**src/rtl/int_alu.sv**
```systemverilog
module int_alu #(
  parameter int W = 32,
  parameter int IW = 16
) (
  input  logic [5:0]    op_major,
  input  logic [5:0]    op_func,
  input  logic [W-1:0]  src_a,
  input  logic [W-1:0]  src_b,
  input  logic [IW-1:0] imm,
  output logic [W-1:0]  result,
  output logic          illegal
);
  localparam int SW = $clog2(W);

  typedef enum logic [3:0] {
    K_ADD, K_SUB, K_AND, K_OR, K_XOR, K_SLL, K_SRL, K_SRA,
    K_SEQ, K_SNE, K_SLT, K_SLE, K_BAD
  } kind_t;

  kind_t kind;
  logic  imm_form;
  logic  zext;

  assign imm_form = (op_major != 6'h00);

  always_comb begin
    kind = K_BAD;
    zext = 1'b0;
    if (!imm_form) begin
      case (op_func)
        6'h20: kind = K_ADD;
        6'h22: kind = K_SUB;
        6'h24: kind = K_AND;
        6'h25: kind = K_OR;
        6'h26: kind = K_XOR;
        6'h04: kind = K_SLL;
        6'h06: kind = K_SRL;
        6'h07: kind = K_SRA;
        6'h28: kind = K_SEQ;
        6'h29: kind = K_SNE;
        6'h2a: kind = K_SLT;
        6'h2c: kind = K_SLE;
        default: kind = K_BAD;
      endcase
    end else begin
      case (op_major)
        6'h08: kind = K_ADD;
        6'h0a: kind = K_SUB;
        6'h0c: begin kind = K_AND; zext = 1'b1; end
        6'h0d: begin kind = K_OR;  zext = 1'b1; end
        6'h0e: begin kind = K_XOR; zext = 1'b1; end
        6'h14: kind = K_SLL;
        6'h16: kind = K_SRL;
        6'h17: kind = K_SRA;
        6'h18: kind = K_SEQ;
        6'h19: kind = K_SNE;
        6'h1a: kind = K_SLT;
        6'h1c: kind = K_SLE;
        default: kind = K_BAD;
      endcase
    end
  end

  logic [W-1:0] opb;
  assign opb = !imm_form ? src_b :
               zext      ? {{(W-IW){1'b0}}, imm} :
                           {{(W-IW){imm[IW-1]}}, imm};

  logic          do_sub;
  logic [W-1:0]  sum;
  logic          eq, lt;
  logic [SW-1:0] sh;

  assign do_sub = (kind != K_ADD);
  assign sum    = src_a + (do_sub ? ~opb : opb) + {{(W-1){1'b0}}, do_sub};
  assign eq     = (src_a == opb);
  assign lt     = (src_a[W-1] != opb[W-1]) ? src_a[W-1] : sum[W-1];
  assign sh     = opb[SW-1:0];

  always_comb begin
    result = '0;
    case (kind)
      K_ADD, K_SUB: result = sum;
      K_AND: result = src_a & opb;
      K_OR:  result = src_a | opb;
      K_XOR: result = src_a ^ opb;
      K_SLL: result = src_a << sh;
      K_SRL: result = src_a >> sh;
      K_SRA: result = W'($signed(src_a) >>> sh);
      K_SEQ: result = {{(W-1){1'b0}}, eq};
      K_SNE: result = {{(W-1){1'b0}}, !eq};
      K_SLT: result = {{(W-1){1'b0}}, lt};
      K_SLE: result = {{(W-1){1'b0}}, lt | eq};
      default: result = '0;
    endcase
  end

  assign illegal = (kind == K_BAD);
endmodule

```
**config.mk**
```make
export PLATFORM = sky130hd
export DESIGN_NAME = int_alu
export DESIGN_NICKNAME = d
export VERILOG_FILES = /design/src/rtl/int_alu.sv
export SDC_FILE = /design/constraint.sdc
export NUM_CORES = 1
export LEC_CHECK = 0
export ABC_AREA = 1
export BUFFER_PORTS_ARGS = -buffer_cell sky130_fd_sc_hd__clkbuf_2
export CELL_PAD_IN_SITES_DETAIL_PLACEMENT = 1
export CELL_PAD_IN_SITES_GLOBAL_PLACEMENT = 1
export CORE_MARGIN = 4
export CORE_UTILIZATION = 32
export DETAILED_ROUTE_END_ITERATION = 8
export PLACE_DENSITY = 0.76
export SLEW_MARGIN = 30
export SYNTH_ARGS = -nofsm -noshare
export SYNTH_HDL_FRONTEND = slang
export SYNTH_SLANG_ARGS = --single-unit
```
**constraint.sdc**
```tcl
create_clock -name vclk -period 12.75
set_input_delay 1.275 -clock vclk [all_inputs]
set_output_delay 1.275 -clock vclk [all_outputs]
set_load 0.02 [all_outputs]
```
==> metrics.md <==
| Metric | Value |
|---|---|
| Status | `complete, no violations` |
| Critical Path RT | `11.48 ns` |
| GRT met1 Usage | `38.9%` |
| Drc violations | `0` |
| Detailed Route Iter0 Violations | `931` |
| Worst-path cell chain | `clkbuf_2 -> nor2_4 -> nand3_4 -> inv_2 -> or2_2 -> o21ai_4 -> buf_4 -> inv_1 -> buf_4 -> xor2_1 -> ha_1 -> o21ai_0 -> nand2_1 -> a21oi_1 -> o21bai_1 -> a21oi_1 -> o21ai_0 -> nand3_1 -> nand2_1 -> a21oi_1 -> o21ai_0 -> o2111ai_1 -> clkbuf_2` |
| Fmax | `128 MHz` |
| Area Growth Syn to Fin | `9.95%` |
| Seq cells | `0` |
| Final core utilization | `35.9%` |
| Routed vias | `11250` |
| Total track usage | `30.3%` |
| # nets final | `1791` |
| Pre-CTS setup slack | `5.11 ns` |
| Mean area per synthesized cell | `5.39 um^2` |
| Register area | `0 um^2` |
| Crit path DAT | `6.55 ns` |
| Critical path's largest stage delay | `0.57 ns` |
| Fill count | `3624` |
| Peak VDD IR | `0.0162 mV` |
| Final worst slack | `4.92 ns` |
| LEAKAGE | `4.57 nW` |
| Setup CP Type | `input pin to output port` |
| Overflow after GRT | `0` |
| Max Cap Violations | `0` |
| DP Wirelength | `37800 um` |
| Logic gate share of total power | `100.0%` |
| Sw Ratio | `70.3%` |
| Initial antenna violation count | `1` |
| Max transition margin | `42.4%` |
| Top cells by count, synth | `nand2_1 (359), inv_1 (167), o21ai_0 (149)` |
| Min cycle time layout | `7.83 ns` |
| Area of the mapped netlist | `8270 um^2` |
| Die area | `28500 um^2` |
| Internal cell power | `0.115 mW` |
| Ys Warns | `0` |
| RSZ-0062 raised after global routing | `false` |
| Kind of cell adding the most delay to the critical path | `buffers and inverters` |
| Post-Route WL | `44800 um` |
| DRT Pass-1 Iters | `8` |
| Sw Pwr | `0.272 mW` |
| Starting Density | `32.6%` |
| Pwr dens | `42.6 nW/um^2` |
| Core Area | `25300 um^2` |
| Sequential fraction of the synthesis area | `0%` |
| # rows | `58` |
| Pin count of the biggest net entering global routing | `86` |
| Synth top area share | `16.3%` |
| Post-DR wirelength/cell | `23.2 um` |
| Vias per inst | `5.83` |
| Final Hold Vio Count | `0` |
| Global placement routability congestion | `0.999` |
| Area contributors post-synth | `nand2_1 (16%), ha_1 (15%), o21ai_0 (9.0%)` |
| Clock network fraction of total power | `0%` |
| HP Class | `input pin to output port` |
| ANT nets after route | `0` |
| DIE HEIGHT | `169 um` |
| Sequential group share of total power | `0%` |
| Top Ports | `125` |
| Synth cell types | `56` |
| Global-route wire length before repair | `67200 um` |
| Design area | `9090 um^2` |
| GRT busiest layer | `met2` |
| Worst Path Max Fanout | `69` |
| Syn_nets | `1724` |
| Critical Path Start Type | `input pin` |
| Syn Inst Count | `1534` |
| Critical Path End Type | `output port` |
| Final setup TNS | `0 ns` |
| Multi-input combinational cell area | `7230 um^2` |
| Port buffer count | `125` |
| Vias in the first global route | `11409` |
| Met3 Track Usage GR | `4.95%` |
| Share of cells above drive strength 1 | `13.0%` |
| Buf/Inv on CP | `6` |
| Post-CTS Setup Inserts | `0` |
| Slowest CP cell | `buf_4` |
| Least-Margin Pin Slew | `0.863 ns` |
| Top-count cell post-synth | `nand2_1` |
| Final Slew Violations | `0` |
| Met2 Use GR | `48.8%` |
| Power Total | `0.387 mW` |
| Post-synth top area cell | `nand2_1` |
| Chip Width | `169 um` |
| Period utilization | `61.4%` |
| # setup viols final | `0` |
| Antenna diodes | `0` |
| Clock buffer count | `0` |
| Hold-fix buffers, CTS | `0` |
| Placement Cell Area | `9090 um^2` |
| Post-CTS resize count | `0` |
[power by group through the flow]
stage | Sequential (mW) | Combinational [mW] | Clock [mW]
finish | 0 | 0.387 | 0
global route | 0 | 0.425 | 0
CTS | 0 | 0.379 | 0
detailed placement | 0 | 0.377 | 0
global placement | 0 | 0.369 | 0
floorplan | 0 | 0.246 | 0
[stage by stage]
| stage | hold WS [ns] | instances |
|---|---|---|
| finish | 3.22 | 1929 |
| global route | 3.27 | 1929 |
| CTS | 3.23 | 1929 |
| detailed placement | 3.22 | 1929 |
| global placement | 3.22 | 1929 |
| floorplan | 2.91 | 1534 |
[layout make-up]
class                      instances  area share, %
timing repair buffer             139           8.04
multi-input combinational       1269           79.5
inverter                         191           7.89
tap                              330           4.54
[metal layers]
layer	routed length [um]	part of all wire (%)	up-vias
met5	11	0.025	-
met4	3080	6.9	2
met3	3570	8.0	129
met2	19500	44	519
li1	-	-	5308
met1	18600	42	5292
[kinds of logic after synthesis]
family | after synthesis | synth area share [%]
compound gates | 451 | 31.4
xor+xnor | 38 | 4.03
fa+ha+maj | 98 | 14.9
buf+inv | 265 | 13.0
mux | 20 | 2.42
simple gates | 662 | 34.3
[layout by cell type (no fill, tap or decap), drive strengths merged, types with 7 or more instances in the layout]
cell	n
nand2	365
a211oi	12
o21ai	249
clkbuf	125
o211ai	23
nand4	12
o22ai	15
buf	14
a221oi	13
o2111ai	11
or2	22
xor2	32
ha	97
nand3	79
inv	191
nor3	22
a31oi	7
nor2	151
a21oi	90
mux2i	20
[worst paths after layout]
check	cells past startpoint	from	to	slack (ns)
setup / recovery	23	op_major[5]	result[14]	4.92
hold / removal	5	src_a[24]	result[24]	3.22
(Power assumes the default switching activity.)
